[config.mk]
export PLATFORM = sky130hd
export DESIGN_NAME = div_mask_stack
export DESIGN_NICKNAME = d
export VERILOG_FILES = /design/src/rtl/simt_div_pkg.sv /design/src/rtl/div_branch_eval.sv /design/src/rtl/div_stack_mem.sv /design/src/rtl/div_mask_stack.sv
export SDC_FILE = /design/constraint.sdc
export NUM_CORES = 1
export LEC_CHECK = 0
export ABC_AREA = 0
export BUFFER_PORTS_ARGS = -buffer_cell sky130_fd_sc_hd__buf_2
export CORE_ASPECT_RATIO = 0.8
export CORE_MARGIN = 1.5
export CORE_UTILIZATION = 48
export CTS_CLUSTER_DIAMETER = 80
export DETAILED_ROUTE_END_ITERATION = 7
export PLACE_DENSITY = 0.69
export SETUP_SLACK_MARGIN = 0.2
export SYNTH_ARGS = -nofsm -noshare
export SYNTH_HDL_FRONTEND = slang
export SYNTH_SLANG_ARGS = --single-unit
[constraint.sdc]
create_clock -name clk -period 16.85 [get_ports clk]
set_clock_uncertainty 0.05 [all_clocks]
set_input_delay 2.5275 -clock clk [delete_from_list [all_inputs] [get_ports clk]]
set_output_delay 2.5275 -clock clk [all_outputs]
set_load 0.05 [all_outputs]
[src/rtl/simt_div_pkg.sv]
package simt_div_pkg;
  typedef enum logic [1:0] {
    OP_NONE   = 2'b00,
    OP_BRANCH = 2'b01,
    OP_ELSE   = 2'b10,
    OP_JOIN   = 2'b11
  } div_op_e;
endpackage

[src/rtl/div_branch_eval.sv]
// Classifies a branch against the current active lanes.
module div_branch_eval #(
  parameter int LANES = 32
) (
  input  logic [LANES-1:0] act_mask,
  input  logic [LANES-1:0] cond,
  output logic [LANES-1:0] taken_mask,
  output logic             all_taken,
  output logic             none_taken
);
  always_comb begin
    taken_mask = act_mask & cond;
    all_taken  = (taken_mask == act_mask);
    none_taken = (taken_mask == '0) && !all_taken;
  end
endmodule

[src/rtl/div_stack_mem.sv]
// Small entry store: synchronous write, asynchronous read (LUT RAM).
module div_stack_mem #(
  parameter int WIDTH = 128,
  parameter int DEPTH = 8,
  localparam int AW = (DEPTH > 1) ? $clog2(DEPTH) : 1
) (
  input  logic             clk,
  input  logic             wr_en,
  input  logic [AW-1:0]    wr_addr,
  input  logic [WIDTH-1:0] wr_data,
  input  logic [AW-1:0]    rd_addr,
  output logic [WIDTH-1:0] rd_data
);
  logic [WIDTH-1:0] mem [DEPTH];

  always_ff @(posedge clk) begin
    if (wr_en) mem[wr_addr] <= wr_data;
  end

  assign rd_data = mem[rd_addr];
endmodule

[src/rtl/div_mask_stack.sv]
module div_mask_stack
  import simt_div_pkg::*;
#(
  parameter int LANES = 32,
  parameter int DEPTH = 8,
  parameter int PC_W  = 32
) (
  input  logic             clk,
  input  logic             rst,
  input  logic [1:0]       op_kind,
  input  logic [LANES-1:0] lane_cond,
  input  logic [PC_W-1:0]  else_pc,
  input  logic [PC_W-1:0]  join_pc,
  output logic [LANES-1:0] lane_mask,
  output logic             redirect_valid,
  output logic [PC_W-1:0]  redirect_pc,
  output logic             diverged,
  output logic             uniform_taken,
  output logic             uniform_not_taken,
  output logic             overflow_err,
  output logic             underflow_err
);
  localparam int PTR_W = $clog2(DEPTH + 1);
  localparam int AW    = (DEPTH > 1) ? $clog2(DEPTH) : 1;
  localparam int ENT_W = 2 * LANES + 2 * PC_W;
  localparam logic [PTR_W-1:0] FULL_CNT = PTR_W'(DEPTH);

  typedef struct packed {
    logic [LANES-1:0] saved;
    logic [LANES-1:0] cond;
    logic [PC_W-1:0]  else_pc;
    logic [PC_W-1:0]  join_pc;
  } entry_t;

  div_op_e          op;
  logic [PTR_W-1:0] depth_q, depth_d;
  logic [LANES-1:0] mask_d;
  logic [PC_W-1:0]  rpc_d;
  logic             rv_d, div_d, ut_d, un_d, ovf_d, unf_d;
  logic             push;
  logic             empty, full;
  logic [LANES-1:0] taken_mask;
  logic             all_taken, none_taken;
  entry_t           top_ent, new_ent;
  logic [ENT_W-1:0] rd_raw;
  logic [AW-1:0]    wr_addr, rd_addr;

  assign op      = div_op_e'(op_kind);
  assign empty   = (depth_q == '0);
  assign full    = (depth_q == FULL_CNT);
  assign wr_addr = AW'(depth_q);
  assign rd_addr = AW'(depth_q - 1'b1);
  assign top_ent = entry_t'(rd_raw);

  always_comb begin
    new_ent.saved   = lane_mask;
    new_ent.cond    = lane_cond;
    new_ent.else_pc = else_pc;
    new_ent.join_pc = join_pc;
  end

  div_branch_eval #(.LANES(LANES)) u_eval (
    .act_mask   (lane_mask),
    .cond       (lane_cond),
    .taken_mask (taken_mask),
    .all_taken  (all_taken),
    .none_taken (none_taken)
  );

  div_stack_mem #(.WIDTH(ENT_W), .DEPTH(DEPTH)) u_mem (
    .clk     (clk),
    .wr_en   (push),
    .wr_addr (wr_addr),
    .wr_data (ENT_W'(new_ent)),
    .rd_addr (rd_addr),
    .rd_data (rd_raw)
  );

  always_comb begin
    mask_d  = lane_mask;
    depth_d = depth_q;
    rpc_d   = redirect_pc;
    push    = 1'b0;
    rv_d    = 1'b0;
    div_d   = 1'b0;
    ut_d    = 1'b0;
    un_d    = 1'b0;
    ovf_d   = 1'b0;
    unf_d   = 1'b0;
    unique case (op)
      OP_BRANCH: begin
        if (all_taken)       ut_d = 1'b1;
        else if (none_taken) un_d = 1'b1;
        else if (full)       ovf_d = 1'b1;
        else begin
          push    = 1'b1;
          depth_d = depth_q + 1'b1;
          mask_d  = taken_mask;
          div_d   = 1'b1;
        end
      end
      OP_ELSE: begin
        if (empty) unf_d = 1'b1;
        else begin
          mask_d = top_ent.saved & ~top_ent.cond;
          rv_d   = 1'b1;
          rpc_d  = top_ent.else_pc;
        end
      end
      OP_JOIN: begin
        if (empty) unf_d = 1'b1;
        else begin
          mask_d  = top_ent.saved;
          depth_d = depth_q - 1'b1;
        end
      end
      default: ;
    endcase
  end

  always_ff @(posedge clk) begin
    if (rst) begin
      lane_mask         <= '1;
      depth_q           <= '0;
      redirect_pc       <= '0;
      redirect_valid    <= 1'b0;
      diverged          <= 1'b0;
      uniform_taken     <= 1'b0;
      uniform_not_taken <= 1'b0;
      overflow_err      <= 1'b0;
      underflow_err     <= 1'b0;
    end else begin
      lane_mask         <= mask_d;
      depth_q           <= depth_d;
      redirect_pc       <= rpc_d;
      redirect_valid    <= rv_d;
      diverged          <= div_d;
      uniform_taken     <= ut_d;
      uniform_not_taken <= un_d;
      overflow_err      <= ovf_d;
      underflow_err     <= unf_d;
    end
  end
endmodule

# ---- After elaboration in Yosys (flattened, before gate mapping)
# Memories as Yosys holds them, arrays and structs flattened.
# Index checks and enable logic that the tools add are counted.
dict set report op_classes {
  n_addsub 2
  n_eq_ne 10
  muxes 22
  n_bitwise 7
  reduce_logical 15
}
# operator count
set op_table {}
lappend op_table {{$mux W32} 5}
lappend op_table {{$pmux W32 S3} 1}
lappend op_table {{$and A32 B32 Y32} 2}
lappend op_table {{$eq A32 B32 Y1} 1}
lappend op_table {{$logic_not A32 Y1} 1}
lappend op_table {{$not A32 Y32} 1}
lappend op_table {{$mux W4} 4}
lappend op_table {{$mux W1} 11}
lappend op_table {{$ne A2 B2 Y1 const B} 5}
lappend op_table {{$pmux W4 S2} 1}
lappend op_table {{$reduce_or A2 Y1} 4}
lappend op_table {{$reduce_and A6 Y1} 1}
lappend op_table {{$reduce_and A5 Y1} 1}
lappend op_table {{$add A4 B1 Y4 const B} 1}
lappend op_table {{$eq A2 B2 Y1 const B} 2}
lappend op_table {{$eq A4 B4 Y1 const B} 1}
lappend op_table {{$logic_not A4 Y1} 1}
lappend op_table {{$not A1 Y1} 4}
lappend op_table {{$reduce_or A4 Y1} 1}
lappend op_table {{$sub A4 B1 Y4 const B} 1}
lappend op_table {{$reduce_bool A3 Y1} 1}
lappend op_table {{$reduce_or A3 Y1} 1}
lappend op_table {{$eq A2 B1 Y1 const B} 1}
lappend op_table {{$reduce_and A2 Y1} 1}
lappend op_table {{other kinds (3)} 3}
dict set report totals {
  reg_bits 74
  mem_bits_rw 1024
  input_bits 100
  word_cells 66
  memories 1
}
# memory words width rd rd_clocked_by_memory_dff write_ports line
set memory_table {}
lappend memory_table {u_mem.mem 8 128 1 0 1 div_stack_mem.sv:14} ;# logic [WIDTH-1:0] mem [DEPTH];

# ---- Depth between registers and ports, before layout
dict set report depth {
  ltp_word 9
  depth_mapped 11
}

# ---- Hierarchy
# Synthesis repeated with hierarchy kept, for this count alone.
dict set report hier_totals {
  cells_unflattened 2013
  hier_area_um2 42965.0
}
# module instances cells_per_inst area_each_um2 seq_area_each_um2
set by_module_without_submodules {}
lappend by_module_without_submodules {div_stack_mem 1 1492 38992.4 30749.5}
lappend by_module_without_submodules {div_mask_stack 1 435 3423.3 1481.4}
lappend by_module_without_submodules {div_branch_eval 1 86 549.3 0.0}

# ---- Worst setup path after synthesis
# Ideal clock, no wire load.
dict set report synth_path {
  kind {in2reg}
  start {input lane_cond[3]}
  end {memory u_mem.mem[0][100], enable pin}
  arrival_time_ns 12.476
  t_required_ns 16.014
  path_slack_ns 3.537
  path_stages 6
  n_path_buf 0
  path_cell_list {a22oi_1 nand4_1 nor3_1 a21boi_1 nand2_1 nor4_1}
}
dict set report synth_between {
  elab_chain_cells 9
  elab_cells_between_ends 10
  classes_between {eq/ne (1); mux (5); bitwise (1); reduce/logical (3)}
}
# element line
set synth_rtl {}
lappend synth_rtl {{start: declaration} div_mask_stack.sv:11} ;# input logic [LANES-1:0] lane_cond,
lappend synth_rtl {{$and A32 B32 Y32 (*)} div_branch_eval.sv:12} ;# taken_mask = act_mask & cond;
lappend synth_rtl {{$eq A32 B32 Y1} div_branch_eval.sv:13} ;# all_taken = (taken_mask == act_mask);
lappend synth_rtl {{$logic_not A1 Y1} div_branch_eval.sv:14} ;# none_taken = (taken_mask == '0) && !all_taken;
lappend synth_rtl {{$logic_and A1 B1 Y1} div_branch_eval.sv:14}
lappend synth_rtl {{$mux W1} div_mask_stack.sv:93} ;# else if (none_taken) un_d = 1'b1;
lappend synth_rtl {{$mux W1 (*)} div_mask_stack.sv:92} ;# if (all_taken) ut_d = 1'b1;
lappend synth_rtl {{$mux W1 (*)} -}
lappend synth_rtl {{$mux W1 (*)} div_stack_mem.sv:17} ;# if (wr_en) mem[wr_addr] <= wr_data;
lappend synth_rtl {{$mux W1 (not written as such) (*)} div_stack_mem.sv:17}
lappend synth_rtl {{end: declaration} div_stack_mem.sv:14}
# Mark *: on every way between the ends. The rest lies on a longest branch, timed or not.

# ---- Worst setup path after layout
dict set report layout_path {
  start {input lane_cond[26]}
  end {memory u_mem.mem[6][53], enable pin}
}
# The elaborated chain is that of the path after synthesis.

==> results.toml <==
[floorplan]
die_w_um = 294
num_io_pins = 170
die_area_sq_um = 69100
std_cell_rows = 85
initial_core_util_pct = 48.4
core_area_sq_um = 67000
chipHeight_um = 235

[clock_network]
htreeDepth = 3
clk_pin_slew_ns = 0.06
cts_setup_buffers = 0
postCtsHoldBufs = 0
cts_tree = "done"
insertion_delay_ns = 0.62
numCtsBuffers = 82
clock_sinks = 842
cts_root_buf = "clkbuf_16"
cts_resized = 0
clock_path_buffers = 3

[timing]
final_hold_viol_count = 0
setup_tns_ns = 0
max_clock_freq_mhz = 164
min_period_ns = 6.10
setup_viol = 0
fin_crit_sh_pct = 36.2
maxSlewViolCount = 0
slew_headroom_pct = 22.9
tightest_slew_ns = 1.16
rsz0062_at_grt = "false"
setup_slack_ns = 10.75

[global_routing]
grt_max_degree = 104
gr-total-overflow = 0
grt_first_pass_wirelength_um = 106000
track_usage_pct = 20.4
antenna_found_initial = 6
grt_pass1_vias = 17500

[layout]
final_util_pct = 54.6
final_cell_area_sq_um = 36600
finalNetCount = 2222
drive_above_1_share_pct = 18.4
final_common_cell = "edfxtp_1"
areaGrowthSynthToFinish_pct = 12.8
finalNonFillerCells = 3059
layout_common_cells = "edfxtp_1, inv_1, o21ai_0"

[setup_path]
startpoint_type = "input port"
timing_worst_setup_path_type = "in2reg"
path_max_fanout = 36
regToRegEndpoint = "u_mem.mem[6][53]"
crit_arrival_ns = 6.29
r2r.worst_path.cells = 8
r2r_setup_slack_ns = 12.27
rr_startpoint = "lane_mask[26]"
crit_required_ns = 17.04
cp-end-kind = "flip-flop"

[power]
power.density_nw_per_um2 = 144
p_leak_nw = 12.4
ir_drop_v = 0.000108

[worst_hold_path]
min_path_cells = 2
whs_endpoint = "redirect_pc[5]"
hp-start = "redirect_pc[5]"
hold_path.class = "reg2reg"

[synth]
ys_types = 47
synth_area_sq_um = 32400
ys_ff_latch = 842
syn_inst = 1970
ys_seq_area_share_pct = 75.7
synth_edf_count = 768
synthArstFlopShare_pct = 0
avgSynthCellArea_sq_um = 16.5
postSynthNetCount = 2072
synthFlopType = "edfxtp_1"
ys_warn_count = 0

[route]
drt-pass1-iter-count = 7
detail-route-antenna-nets = 0
drt_iter0_drc = 1748
drt_drc_violations_left = 0
via_count = 17400
viasPerCell = 5.70
totalWireLength_um = 70200
wire_per_inst_um = 22.9

[placement]
io_buffers = 137
dp_cells = 2906
gp_congestion = 0.770
post-place-ws_ns = 10.13
placed_area_sq_um = 34000
dp_hpwl_um = 37800

[status]
status = "completed"

[job]
max_cap_viol_count = 0
logic make-up after synthesis:
family / share of synthesized area, %
xor gates and xnor gates: 0.0772
adders and majority gates: 0.0772
buffers and inverters: 3.98
and+or+nand+nor: 3.93
DFF: 75.7
muxes: 7.62
AOI/OAI and AO/OA: 8.60
flip-flops by register name, summed over array words and instances (netlist names):
name               flops
uniform_not_taken      1
underflow_err          1
overflow_err           1
lane_mask             32
u_mem.mem            768
uniform_taken          1
redirect_valid         1
diverged               1
redirect_pc           32
depth_q                4
through the flow:
stage	power, W	hold WS, ns
after floorplan	0.00330	0.449
after global placement	0.00356	0.436
after detailed placement	0.00358	0.440
after CTS	0.00531	0.448
after global routing	0.00546	0.472
final	0.00527	0.445
synthesized netlist by cell type (4+ instances only):
library cell	count	share of area [%]
a211o_1	30	0.81
a211oi_1	66	1.5
a22oi_1	8	0.19
a311oi_1	34	0.92
a31oi_1	51	0.98
buf_1	4	0.046
buf_2	37	0.57
buf_4	7	0.16
buf_6	9	0.31
clkbuf_1	49	0.57
dfxtp_1	74	4.6
edfxtp_1	768	71
inv_1	199	2.3
mux2i_1	33	1.0
mux4_2	94	6.5
nand2_1	29	0.34
nand2b_1	93	1.8
nand4_1	6	0.12
nor2_1	108	1.3
nor3_1	9	0.14
nor4_1	4	0.077
o2111ai_1	8	0.22
o21ai_0	181	2.8
o21ai_1	26	0.40
o221ai_1	14	0.38
worst max-delay path by stage:
stage / to / cells past startpoint / slack (ns) / startpoint
detailed placement: u_mem.mem[6][56] / 9 / 10.13 / lane_cond[26]
finish: u_mem.mem[6][53] / 9 / 10.75 / lane_cond[26]
global route: u_mem.mem[6][53] / 9 / 10.54 / lane_cond[26]
CTS: u_mem.mem[6][53] / 9 / 10.77 / lane_cond[26]
global placement: u_mem.mem[6][55] / 9 / 10.22 / lane_cond[26]
floorplan: u_mem.mem[0][100] / 6 / 3.54 / lane_cond[3]
where the power goes:
group	internal (W)	total, W	switching, W	leakage, nW
registers	0.00244	0.00256	0.000115	7.47
clock network	0.000990	0.00173	0.000745	1.27
logic	0.000336	0.000971	0.000635	3.64
metal layers:
| layer | up-vias | share of wire [%] | global-route usage (%) |
|---|---|---|---|
| li1 | 7865 | - | - |
| met1 | 8859 | 43 | 28.9 |
| met2 | 601 | 47 | 31.8 |
| met3 | 110 | 7.6 | 5.24 |
| met4 | 10 | 2.0 | 5.33 |
| met5 | - | 0.091 | 0 |
worst max-delay path: stages:
cell and delay [ns]:
buf_2 0.16, nand2b_1 0.29, o2111ai_1 0.24, nor4_2 0.15, a21oi_4 0.32, nand3_1 0.36
nor2_4 0.97, buf_4 0.59, buf_4 0.62
area by class of cell:
class                      count  area [sq um]
fill                        5184         30400
multi-input combinational    822          6660
timing repair buffer         172           955
clock buffer                 117          2360
clock inverter                35           200
tap                          870          1090
antenna                        1          2.50
sequential                   842         24500
inverter                     200           751
Note: power is estimated with default switching activity, not from simulation.
